File: config.mk
export PLATFORM = sky130hd
export DESIGN_NAME = bit_scrambler
export DESIGN_NICKNAME = d
export VERILOG_FILES = /design/src/rtl/scr_pkg.sv /design/src/rtl/scr_perm_net.sv /design/src/rtl/scr_flip_stage.sv /design/src/rtl/bit_scrambler.sv
export SDC_FILE = /design/constraint.sdc
export NUM_CORES = 1
export LEC_CHECK = 0
export BUFFER_PORTS_ARGS = -buffer_cell sky130_fd_sc_hd__buf_2
export CAP_MARGIN = 15
export CORE_MARGIN = 2
export CORE_UTILIZATION = 40
export DETAILED_ROUTE_END_ITERATION = 6
export GPL_TIMING_DRIVEN = 1
export PLACE_DENSITY = 0.67
export SYNTH_ARGS = -nofsm -noshare
export SYNTH_HDL_FRONTEND = slang
export SYNTH_HIERARCHICAL = 1
export SYNTH_SLANG_ARGS = --single-unit
File: constraint.sdc
create_clock -name clk -period 0.8 [get_ports clk]
set_clock_uncertainty 0.15 [all_clocks]
set_input_delay 0.08 -clock clk [delete_from_list [all_inputs] [get_ports clk]]
set_output_delay 0.08 -clock clk [all_outputs]
set_load 0.02 [all_outputs]
File: src/rtl/scr_pkg.sv
package scr_pkg;

    parameter int DATA_W  = 32;
    parameter int PERM_MUL = 13;  // odd, so the map is a bijection for a power-of-two width
    parameter int PERM_ADD = 7;   // odd, so no position maps to itself

    typedef logic [DATA_W-1:0] word_t;

    typedef struct packed {
        logic  vld;
        word_t data;
    } out_state_t;

    function automatic int dst_pos(input int src);
        return (PERM_MUL * src + PERM_ADD) % DATA_W;
    endfunction

    function automatic word_t flip_mask();
        word_t m;
        for (int j = 0; j < DATA_W; j++) begin
            m[j] = ((j % 4) == 1) || ((j % 4) == 2);
        end
        return m;
    endfunction

endpackage

File: src/rtl/scr_perm_net.sv
module scr_perm_net
    import scr_pkg::*;
#(
    parameter bit GATHER = 1'b0  // 0: scatter (forward), 1: gather (inverse)
) (
    input  word_t vec_i,
    output word_t vec_o
);

    for (genvar i = 0; i < DATA_W; i++) begin : g_lane
        localparam int TGT = (PERM_MUL * i + PERM_ADD) % DATA_W;
        if (GATHER) begin : g_inv
            assign vec_o[i] = vec_i[TGT];
        end else begin : g_fwd
            assign vec_o[TGT] = vec_i[i];
        end
    end

endmodule

File: src/rtl/scr_flip_stage.sv
module scr_flip_stage
    import scr_pkg::*;
(
    input  word_t vec_i,
    output word_t vec_o
);

    localparam word_t MASK = flip_mask();

    for (genvar j = 0; j < DATA_W; j++) begin : g_bit
        if (MASK[j]) begin : g_flip
            assign vec_o[j] = ~vec_i[j];
        end else begin : g_pass
            assign vec_o[j] = vec_i[j];
        end
    end

endmodule

File: src/rtl/bit_scrambler.sv
module bit_scrambler
    import scr_pkg::*;
(
    input  logic        clk,
    input  logic        rst_n,
    input  logic        in_valid,
    input  logic        dir,
    input  logic [31:0] din,
    output logic [31:0] dout,
    output logic        out_valid
);

    localparam word_t MASK = flip_mask();
    localparam int    HALF = DATA_W / 2;

    word_t fwd_perm, fwd_res;
    word_t rev_flip, rev_res;
    out_state_t st_d, st_q;

    // scramble: move, then flip
    scr_perm_net #(.GATHER(1'b0)) u_fwd_perm (.vec_i(din),      .vec_o(fwd_perm));
    scr_flip_stage                u_fwd_flip (.vec_i(fwd_perm), .vec_o(fwd_res));

    // unscramble: flip, then move back
    scr_flip_stage                u_rev_flip (.vec_i(din),      .vec_o(rev_flip));
    scr_perm_net #(.GATHER(1'b1)) u_rev_perm (.vec_i(rev_flip), .vec_o(rev_res));

    always_comb begin
        st_d = st_q;
        st_d.vld = in_valid;
        if (in_valid) begin
            st_d.data = dir ? rev_res : fwd_res;
        end
    end

    always_ff @(posedge clk or negedge rst_n) begin
        if (!rst_n) begin
            st_q <= '0;
        end else begin
            st_q <= st_d;
        end
    end

    assign dout      = st_q.data;
    assign out_valid = st_q.vld;

    // valid follows the accepted request by one edge
    p_latency_r6: assert property (@(posedge clk) disable iff (!rst_n)
        $past(rst_n) |-> (out_valid == $past(in_valid)));

    // no request, no change
    p_hold_r7: assert property (@(posedge clk) disable iff (!rst_n)
        !in_valid |=> $stable(dout));

    // scramble keeps the weight once the flipped half is taken back
    p_fwd_weight_r1: assert property (@(posedge clk) disable iff (!rst_n)
        (in_valid && !dir) |=> ($countones(dout ^ MASK) == $past($countones(din))));

    // unscramble result weight equals weight of operand with the half flipped
    p_rev_weight_r4: assert property (@(posedge clk) disable iff (!rst_n)
        (in_valid && dir) |=> ($countones(dout) == $past($countones(din ^ MASK))));

    // scrambled zero carries exactly half ones
    p_zero_r3: assert property (@(posedge clk) disable iff (!rst_n)
        (in_valid && !dir && din == '0) |=> ($countones(dout) == HALF));

    // reset clears the outputs
    p_reset_r8: assert property (@(posedge clk)
        !rst_n |-> (!out_valid && dout == '0));

endmodule

==> results.json <==
{
  "drt_first_pass_iters": 4,
  "hp-class": "input pin to flop",
  "pre_cts_ws_ns": -0.210,
  "gp_congestion": 0.700,
  "initial_utilization_pct": 40.8,
  "cap_violations": 0,
  "slowest_stage": "dfrtp_2",
  "vias": 1408,
  "path_cells": "buf_6",
  "final_area_um2": 2650,
  "slowest_delay_ns": 0.43,
  "fp.dieH_um": 81.0,
  "tightest_slew_ns": 0.202,
  "core_um2": 5820,
  "grtUsageTotal_pct": 13.3,
  "rsz0062_at_grt": "true",
  "period_needed_ns": 1.07,
  "leakagePower_nw": 1.30,
  "status": "finished, violations left",
  "drc": 0,
  "power_density_nw_per_um2": 1740,
  "path_buf_inv": 1,
  "synth_cells": 268,
  "hold_ws_ns": -0.0336,
  "setup_viol": 64,
  "yosysWarnings": 6,
  "hold_viol_final": 23,
  "synth_top_cell_by_area": "dfrtp_1",
  "place_inst": 310,
  "num_antenna_cells": 0,
  "ctsLongestPathBuffers": 2,
  "cp-start-kind": "flop",
  "design.die.area_um2": 6560,
  "io_pins": 69,
  "overflow": 0,
  "insertion_delay_ns": 0.27,
  "clock_sinks": 33,
  "cts_hold_buf": 1,
  "grt_pass1_wl_mm": 6.60,
  "avgViaCountPerCell": 4.29,
  "max_clock_freq_ghz": 0.932,
  "ys_seq_area_share_pct": 34.8,
  "placed_area_um2": 2130,
  "wl_per_cell_um": 12.8,
  "cts_tree": "done",
  "grt_pass1_vias": 1351,
  "ys_ff_latch": 33,
  "critical_path_class": "flop to primary output",
  "cts_buffers": 5,
  "drt_iter0_markers": 27,
  "htree_levels": 2,
  "cp_data_required_time_ns": 0.57,
  "die_w_um": 81.0,
  "portBuffers": 68,
  "yosysTopAreaCellShare_pct": 34.8,
  "violations": "hold timing, setup timing",
  "irDropWorstVdd_v": 0.000772,
  "synthTopCellsByArea": "dfrtp_1, buf_4, mux2i_1",
  "fin_cells": 328,
  "grt_max_degree": 34,
  "drv_slew": 0,
  "setup_slack_ns": -0.273,
  "ys_types": 10,
  "ant_nets": 0,
  "dpl.hpwl_mm": 3.00,
  "cts_root_buf": "clkbuf_8",
  "max-slew-margin-rel_pct": 86.2,
  "drive_gt1_share_pct": 62.1,
  "drt_wl_total_mm": 4.19,
  "num_rows": 28,
  "worstPathMaxFanout": 2,
  "critPathTopFamily": "flip-flops",
  "syn_to_final_growth_pct": 11.9,
  "rrSetupSlack_ns": -0.12,
  "critPathCaptureType": "primary output",
  "antenna_found_initial": 0,
  "nets": 288,
  "crit_arrival_ns": 0.84,
  "syn_area_um2": 2370,
  "syn_avg_cell_area_um2": 8.85,
  "clkTransAtPathRegs_ns": 0.07,
  "fin_crit_sh_pct": 134,
  "syn_nets": 304
}
Yosys cell counts:
master	instances
buf_2	3
buf_12	3
buf_6	1
buf_4	97
a21oi_1	32
inv_1	32
clkbuf_1	3
mux2i_1	32
nor2_1	32
dfrtp_1	33
final cells by class:
type	count	area, µm²
clock inverter	2	10.0
clock buffer	6	72.6
sequential	33	866
timing repair buffer	84	766
fill	598	3160
tap	75	93.8
multi-input combinational	96	726
inverter	32	120
path summary, 6_finish.rpt:
kind | start | end | cells past startpoint
max in group asynchronous | rst_n | dout[17] | 3
hold reg to reg | dout[25] | dout[25] | 2
setup reg to reg | dout[2] | dout[2] | 3
setup / recovery | dout[2] | dout[2] | 1
min in group asynchronous | rst_n | dout[7] | 3
hold / removal | din[5] | dout[8] | 3
state kept, by name, summed over array words and instances (netlist names):
register   count
dout          32
out_valid      1
what timing repair did:
action,CTS,global route
setup buffers,3,6
hold endpoints to repair,63,14
resized for setup,67,48
pin swaps,0,1
setup endpoints to repair,47,65
stage by stage:
step | hold slack, ns | setup TNS [ns] | total power, W | util, %
final | -0.0336 | -9.71 | 0.00462 | 45.6
after global routing | -0.0305 | -11.59 | 0.00490 | 45.6
after CTS | -0.0454 | -9.55 | 0.00452 | 42.2
after detailed placement | -0.0923 | -5.34 | 0.00299 | 36.6
after global placement | -0.0939 | -4.74 | 0.00297 | 36.6
after floorplan | -0.366 | -1.45 | 0.00292 | -
layer usage:
layer	part of all wire [%]	routed length [µm]	GRT usage (%)
met3	5.6	236	3.89
met4	1.3	55	4.58
met1	43	1820	16.5
met2	50	2080	22.1
met5	0	0	0
layout by cell type, fill, tap and decap left out:
| cell type | count |
|---|---|
| dfrtp_1 | 1 |
| a21oi_2 | 10 |
| inv_1 | 32 |
| dlygate4sd3_1 | 1 |
| clkbuf_8 | 5 |
| buf_2 | 35 |
| buf_4 | 1 |
| nor2_4 | 5 |
| buf_6 | 42 |
| dfrtp_2 | 32 |
| nor2_2 | 20 |
| mux2i_1 | 32 |
| clkbuf_1 | 1 |
| clkinv_2 | 2 |
| nor2_1 | 7 |
| a21oi_1 | 22 |
| buf_12 | 5 |
logic make-up (layout without fill, tap and decap cells):
logic type      Yosys count  count (layout)  share of synthesized area, %
compound gates           32              32                          6.75
flops                    33              33                          34.8
mux                      32              32                          13.5
simple gates             32              32                          5.06
buf+inv                 139             124                          39.9
power by group:
part	internal [W]	switching, W	leakage, nW
clock	0.000603	0.000611	0.0450
sequential	0.00187	0.000154	0.341
combinational	0.000716	0.000663	0.918
Power figures use the tool's default switching activity.
